--- config.mk ---
export PLATFORM = sky130hd
export DESIGN_NAME = lsport_scratch
export DESIGN_NICKNAME = d
export VERILOG_FILES = /design/src/rtl/lsp_pkg.sv /design/src/rtl/lsp_ctrl.sv /design/src/rtl/lsp_lane_map.sv /design/src/rtl/lsp_mem.sv /design/src/rtl/lsport_scratch.sv
export SDC_FILE = /design/constraint.sdc
export NUM_CORES = 2
export LEC_CHECK = 0
export BUFFER_PORTS_ARGS = -buffer_cell sky130_fd_sc_hd__buf_4
export CAP_MARGIN = 40
export CORE_AREA = 2 2 423 529
export CTS_CLUSTER_SIZE = 12
export DETAILED_ROUTE_END_ITERATION = 8
export DIE_AREA = 0 0 425 531
export HOLD_SLACK_MARGIN = 0.02
export SYNTH_ARGS = -nofsm -noshare
export SYNTH_HDL_FRONTEND = slang
export SYNTH_SLANG_ARGS = --single-unit
--- constraint.sdc ---
create_clock -name clk -period 8.05 [get_ports clk]
set_input_delay 0.805 -clock clk [delete_from_list [all_inputs] [get_ports clk]]
set_output_delay 0.805 -clock clk [all_outputs]
set_load 0.005 [all_outputs]
--- src/rtl/lsp_pkg.sv ---
package lsp_pkg;

  typedef enum logic [1:0] {
    ST_IDLE   = 2'd0,
    ST_SWAIT  = 2'd1,
    ST_LREAD  = 2'd2,
    ST_LHOLD  = 2'd3
  } lsp_state_e;

  // Legal access sizes are single powers of two up to a full word.
  function automatic logic len_ok(input logic [7:0] n);
    return (n == 8'd1) || (n == 8'd2) || (n == 8'd4) || (n == 8'd8);
  endfunction

endpackage

--- src/rtl/lsp_ctrl.sv ---
module lsp_ctrl
  import lsp_pkg::*;
#(
  parameter int IDX_W = 5,
  parameter int OFF_W = 3,
  parameter int LEN_W = 4
) (
  input  logic             clk,
  input  logic             rst_n,
  input  logic             ld_req_i,
  input  logic             st_req_i,
  input  logic [LEN_W-1:0] len_i,
  input  logic [IDX_W-1:0] idx_i,
  input  logic [OFF_W-1:0] off_i,
  input  logic             addr_vld_i,
  input  logic             st_vld_i,
  output logic             addr_ack_o,
  output logic             busy_o,
  output logic             ld_vld_o,
  output logic             wr_en_o,
  output logic             ld_cap_o,
  output logic [IDX_W-1:0] idx_o,
  output logic [OFF_W-1:0] off_o,
  output logic [LEN_W-1:0] len_o
);

  lsp_state_e state_q, state_d;
  logic       accept;

  assign accept = (state_q == ST_IDLE) && addr_vld_i && (ld_req_i ^ st_req_i)
                  && len_ok(8'(len_i));

  always_comb begin
    state_d = state_q;
    unique case (state_q)
      ST_IDLE:  if (accept) state_d = st_req_i ? ST_SWAIT : ST_LREAD;
      ST_SWAIT: if (st_vld_i) state_d = ST_IDLE;
      ST_LREAD: state_d = ST_LHOLD;
      ST_LHOLD: if (!ld_req_i) state_d = ST_IDLE;
      default:  state_d = ST_IDLE;
    endcase
  end

  always_ff @(posedge clk or negedge rst_n) begin
    if (!rst_n) begin
      state_q <= ST_IDLE;
      idx_o   <= '0;
      off_o   <= '0;
      len_o   <= '0;
    end else begin
      state_q <= state_d;
      if (accept) begin
        idx_o <= idx_i;
        off_o <= off_i;
        len_o <= len_i;
      end
    end
  end

  assign busy_o     = (state_q != ST_IDLE);
  assign addr_ack_o = (state_q != ST_IDLE);
  assign ld_vld_o   = (state_q == ST_LHOLD);
  assign wr_en_o    = (state_q == ST_SWAIT) && st_vld_i;
  assign ld_cap_o   = (state_q == ST_LREAD);

  // busy can only begin after a well-formed request was on the pins
  a_r2_accept_needs_req: assert property (@(posedge clk) disable iff (!rst_n)
    $rose(busy_o) |-> $past(addr_vld_i && (ld_req_i ^ st_req_i)));

  // the store strobe while waiting closes the access
  a_r4_store_closes: assert property (@(posedge clk) disable iff (!rst_n)
    (busy_o && !ld_vld_o && !ld_cap_o && st_vld_i) |=> !busy_o);

  // load-valid is held while the load request stays high
  a_r7_ldvld_hold: assert property (@(posedge clk) disable iff (!rst_n)
    (ld_vld_o && ld_req_i) |=> ld_vld_o);

  // load-valid falls once the load request is withdrawn
  a_r7_ldvld_drop: assert property (@(posedge clk) disable iff (!rst_n)
    (ld_vld_o && !ld_req_i) |=> (!ld_vld_o && !busy_o));

endmodule

--- src/rtl/lsp_lane_map.sv ---
module lsp_lane_map #(
  parameter int LANES = 8,
  parameter int OFF_W = 3,
  parameter int LEN_W = 4,
  localparam int DW   = LANES * 8
) (
  input  logic [OFF_W-1:0] off_i,
  input  logic [LEN_W-1:0] len_i,
  input  logic [DW-1:0]    st_data_i,
  input  logic [DW-1:0]    rd_word_i,
  output logic [LANES-1:0] mask_o,
  output logic [DW-1:0]    wr_word_o,
  output logic [DW-1:0]    ld_data_o
);

  localparam int SUM_W = (OFF_W > LEN_W ? OFF_W : LEN_W) + 1;

  logic [SUM_W-1:0] off_x, end_x;
  logic [DW-1:0]    rd_down;

  assign off_x     = SUM_W'(off_i);
  assign end_x     = SUM_W'(off_i) + SUM_W'(len_i);
  assign wr_word_o = st_data_i << {off_i, 3'b000};
  assign rd_down   = rd_word_i >> {off_i, 3'b000};

  for (genvar b = 0; b < LANES; b++) begin : g_lane
    assign mask_o[b] = (SUM_W'(b) >= off_x) && (SUM_W'(b) < end_x);
    assign ld_data_o[b*8 +: 8] = (SUM_W'(b) < SUM_W'(len_i)) ? rd_down[b*8 +: 8] : 8'h00;
  end

endmodule

--- src/rtl/lsp_mem.sv ---
module lsp_mem #(
  parameter int LANES = 8,
  parameter int DEPTH = 32,
  localparam int DW    = LANES * 8,
  localparam int IDX_W = $clog2(DEPTH)
) (
  input  logic             clk,
  input  logic             rst_n,
  input  logic             wr_en_i,
  input  logic [IDX_W-1:0] idx_i,
  input  logic [LANES-1:0] mask_i,
  input  logic [DW-1:0]    wdata_i,
  output logic [DW-1:0]    rdata_o
);

  logic [DW-1:0] mem_q [DEPTH];

  always_ff @(posedge clk or negedge rst_n) begin
    if (!rst_n) begin
      for (int w = 0; w < DEPTH; w++) mem_q[w] <= '0;
    end else if (wr_en_i) begin
      for (int b = 0; b < LANES; b++)
        if (mask_i[b]) mem_q[idx_i][b*8 +: 8] <= wdata_i[b*8 +: 8];
    end
  end

  assign rdata_o = mem_q[idx_i];

endmodule

--- src/rtl/lsport_scratch.sv ---
module lsport_scratch #(
  parameter int ADDR_W = 48,
  parameter int DATA_W = 64,
  parameter int DEPTH  = 32,
  localparam int LANES = DATA_W / 8,
  localparam int OFF_W = $clog2(LANES),
  localparam int IDX_W = $clog2(DEPTH),
  localparam int LEN_W = OFF_W + 1
) (
  input  logic              clk,
  input  logic              rst_n,
  input  logic              ld_req_i,
  input  logic              st_req_i,
  input  logic [LEN_W-1:0]  len_i,
  input  logic [ADDR_W-1:0] addr_i,
  input  logic              addr_vld_i,
  output logic              addr_ack_o,
  input  logic [DATA_W-1:0] st_data_i,
  input  logic              st_vld_i,
  output logic [DATA_W-1:0] ld_data_o,
  output logic              ld_vld_o,
  output logic              busy_o
);

  logic              wr_en, ld_cap;
  logic [IDX_W-1:0]  idx_q;
  logic [OFF_W-1:0]  off_q;
  logic [LEN_W-1:0]  len_q;
  logic [LANES-1:0]  mask;
  logic [DATA_W-1:0] wr_word, rd_word, ld_word, ld_data_q;

  lsp_ctrl #(.IDX_W(IDX_W), .OFF_W(OFF_W), .LEN_W(LEN_W)) u_ctrl (
    .clk        (clk),
    .rst_n      (rst_n),
    .ld_req_i   (ld_req_i),
    .st_req_i   (st_req_i),
    .len_i      (len_i),
    .idx_i      (addr_i[OFF_W +: IDX_W]),
    .off_i      (addr_i[OFF_W-1:0]),
    .addr_vld_i (addr_vld_i),
    .st_vld_i   (st_vld_i),
    .addr_ack_o (addr_ack_o),
    .busy_o     (busy_o),
    .ld_vld_o   (ld_vld_o),
    .wr_en_o    (wr_en),
    .ld_cap_o   (ld_cap),
    .idx_o      (idx_q),
    .off_o      (off_q),
    .len_o      (len_q)
  );

  lsp_lane_map #(.LANES(LANES), .OFF_W(OFF_W), .LEN_W(LEN_W)) u_lanes (
    .off_i     (off_q),
    .len_i     (len_q),
    .st_data_i (st_data_i),
    .rd_word_i (rd_word),
    .mask_o    (mask),
    .wr_word_o (wr_word),
    .ld_data_o (ld_word)
  );

  lsp_mem #(.LANES(LANES), .DEPTH(DEPTH)) u_mem (
    .clk     (clk),
    .rst_n   (rst_n),
    .wr_en_i (wr_en),
    .idx_i   (idx_q),
    .mask_i  (mask),
    .wdata_i (wr_word),
    .rdata_o (rd_word)
  );

  always_ff @(posedge clk or negedge rst_n) begin
    if (!rst_n)      ld_data_q <= '0;
    else if (ld_cap) ld_data_q <= ld_word;
  end

  assign ld_data_o = ld_data_q;

  // enabled lanes equal the byte count, clipped at the end of the word
  a_r5_mask_width: assert property (@(posedge clk) disable iff (!rst_n)
    wr_en |-> ($countones(mask) ==
               ((32'(off_q) + 32'(len_q) > LANES) ? (LANES - 32'(off_q)) : 32'(len_q))));

endmodule

==> results.json <==
{
  "outcome": "complete, no violations",
  "syn-num-nets": 7678,
  "p_sw_share_pct": 37.5,
  "grt_max_degree": 186,
  "yosysSeqAreaShare_pct": 53.9,
  "netlist_area_um2": 98800,
  "grt_overflow": 0,
  "drt-pass1-iter-count": 7,
  "hp-class": "in2reg",
  "crit_fanout": 38,
  "ios": 189,
  "row_count": 193,
  "drtIter0Drc": 5355,
  "p_switching_w": 0.0132,
  "postPlaceCellArea_um2": 104000,
  "setup-tns-final_ns": 0,
  "dp.cells": 10300,
  "cts_tree": "built",
  "worstMarginPinSlew_ns": 1.26,
  "cp.arrival_ns": 5.39,
  "max_freq_mhz": 215,
  "grt.total_usage_pct": 27.5,
  "ys_async_sr_fraction_pct": 100,
  "synth-seq-cells": 2126,
  "die_area_um2": 226000,
  "clk_latency_ns": 0.90,
  "grt_pass1_wl_um": 456000,
  "die_x_um": 425,
  "antenna_found_initial": 9,
  "dp_slack_ns": 3.49,
  "routed_via_density": 5.98,
  "holdPathStages": 3,
  "startpoint_type": "flip-flop",
  "final_cells": 10700,
  "critPathKind": "reg2reg",
  "multi_input_area_um2": 43500,
  "dieHeight_um": 531,
  "clock_path_buffers": 3,
  "path_clk_slew_ns": 0.06,
  "slew_violations": 0,
  "setup_viol": 0,
  "cts_resized": 0,
  "final_common_cell": "dfrtp_1",
  "rsz0062_at_grt": "no",
  "synth-main-ff-cell": "dfrtp_1",
  "synth_warnings": 0,
  "core_um2": 221000,
  "grt_pass1_vias": 65500,
  "post_cts_buffers": 0,
  "p_leak_nw": 52.5,
  "initial_utilization_pct": 44.7,
  "worst_setup_path_end_kind": "flip-flop",
  "wl_per_cell_um": 29.3,
  "powerDensity_nw_per_um2": 319,
  "combPwrFrac_pct": 33.9,
  "power.internal_w": 0.0220,
  "synth.avg_cell_area_um2": 13.1,
  "gp_congestion": 0.917,
  "dpl.hpwl_um": 213000,
  "hold_viol": 0,
  "routed_wl_um": 312000,
  "max_cap_violations": 0,
  "period_minus_slack_ns": 4.65,
  "setup_ws_ns": 3.40,
  "rr_worst_depth": 8,
  "fin_nets": 7723,
  "drc": 0,
  "area_growth_pct": 11.7,
  "power_frac_clock_pct": 27.5,
  "maxSlewHeadroom_pct": 15.7,
  "fill_cells": 19400,
  "htreeDepth": 4,
  "clockRootBuffer": "clkbuf_16",
  "synth_edf_count": 0,
  "power_frac_seq_pct": 38.6,
  "final_layout_size_suffix_gt1_share_pct": 35.9,
  "vias": 63800,
  "postCtsHoldBufs": 1,
  "cts_buffers": 213,
  "io_buffers": 148,
  "cts.sink_count": 2126,
  "clock_skew_ns": 0.0381,
  "ff_latch_area_um2": 53200,
  "ir_worst_vdd_v": 0.000243,
  "stdcell_area_um2": 110000,
  "fin_crit_sh_pct": 57.7,
  "required_ns": 8.79,
  "power.total_w": 0.0352,
  "ant_nets": 0,
  "final_cell_mix": "2,119 x dfrtp_1, 1,821 x mux2_2, 1,044 x mux2i_1, 498 x nand2_1, 461 x o22ai_1",
  "synth_cells": 7552,
  "synth_cell_types": 68
}
-- state kept, by name (all words and copies together), names as in the netlist --
register	cells
u_mem.mem_q	2048
ld_data_o	64
u_ctrl.idx_o	5
u_ctrl.len_o	4
u_ctrl.off_o	3
u_ctrl.state_q	2
-- power by group through the flow --
stage          registers [W]  clock network (W)  logic, W
6_report              0.0136            0.00969    0.0120
5_1_grt               0.0138             0.0103    0.0125
4_1_cts               0.0136            0.00986    0.0119
3_5_place_dp          0.0138                  0    0.0118
3_3_place_gp          0.0136                  0    0.0114
2_1_floorplan         0.0132                  0   0.00755
-- cells in the mapped netlist, types with 33 or more instances --
| cell | count | area, µm² |
|---|---|---|
| mux2i_1 | 1044 | 10500 |
| nand2b_1 | 43 | 269 |
| mux4_2 | 66 | 1490 |
| buf_4 | 33 | 248 |
| a22oi_1 | 42 | 315 |
| clkbuf_1 | 297 | 1110 |
| nand2_1 | 499 | 1870 |
| nor4_1 | 114 | 713 |
| nor2_1 | 92 | 345 |
| o22ai_1 | 470 | 2940 |
| buf_2 | 191 | 956 |
| dfrtp_1 | 2126 | 53200 |
| nor2_2 | 125 | 782 |
| o21ai_0 | 317 | 1590 |
| mux2_2 | 1821 | 20500 |
-- layer usage --
layer / wire, µm / vias to the layer above / part of all wire (%) / GRT usage, %
met3: 14900 / 625 / 4.8 / 3.90
met1: 125000 / 33800 / 40 / 34.3
met4: 23200 / 4 / 7.4 / 18.2
li1: - / 27700 / - / -
met5: 22 / - / 0.0070 / 0
met2: 149000 / 1744 / 48 / 44.8
-- logic make-up after synthesis --
| group | count (synthesis) | share of synthesized area [%] |
|---|---|---|
| buffers and inverters | 546 | 2.47 |
| muxes | 2931 | 32.9 |
| and+or+nand+nor | 979 | 4.77 |
| xor gates and xnor gates | 2 | 0.0177 |
| adders and majority gates | 4 | 0.0583 |
| DFF | 2126 | 53.9 |
| AOI/OAI and AO/OA | 964 | 5.96 |
-- area by class of cell --
| type | instances | share of cell area (%) |
|---|---|---|
| Clock buffer | 334 | 5.75 |
| Clock inverter | 26 | 0.291 |
| Multi-Input combinational cell | 4880 | 39.4 |
| Antenna cell | 7 | 0.0159 |
| Timing Repair Buffer | 369 | 2.94 |
| Sequential cell | 2126 | 48.2 |
| Inverter | 7 | 0.0261 |
| Tap cell | 2925 | 3.32 |
-- worst max-delay path: stages, from the launching register on --
cell and delay, ns:
dfrtp_4 0.95, buf_4 0.68, mux2i_1 0.35, o22ai_1 0.16
nor4_1 0.69, nand2_1 0.51, mux2i_1 0.59, mux2_2 0.31
o2111ai_1 0.14
-- path summary, 6_finish.rpt --
path                                               startpoint  slack, ns                             to
max in group asynchronous                               rst_n       5.30  u_mem.mem_q[1156]$_DFFE_PN0P_
worst max register to register    u_ctrl.idx_o[1]$_DFFE_PN0P_       3.40       ld_data_o[1]$_DFFE_PN0P_
min in group asynchronous                               rst_n       0.59    u_mem.mem_q[49]$_DFFE_PN0P_
worst min-delay path                                addr_i[7]       0.15    u_ctrl.idx_o[4]$_DFFE_PN0P_
worst max-delay path              u_ctrl.idx_o[1]$_DFFE_PN0P_       3.40       ld_data_o[1]$_DFFE_PN0P_
worst min register to register  u_mem.mem_q[1680]$_DFFE_PN0P_       0.48  u_mem.mem_q[1680]$_DFFE_PN0P_
-- metrics by stage --
stage / hold WS, ns / utilization [%]
2_1_floorplan: 0.449 / -
3_5_place_dp: 0.469 / 47.0
5_1_grt: 0.134 / 50.0
3_3_place_gp: 0.460 / 46.7
6_report: 0.151 / 50.0
4_1_cts: 0.103 / 50.0
(Power assumes the default switching activity.)
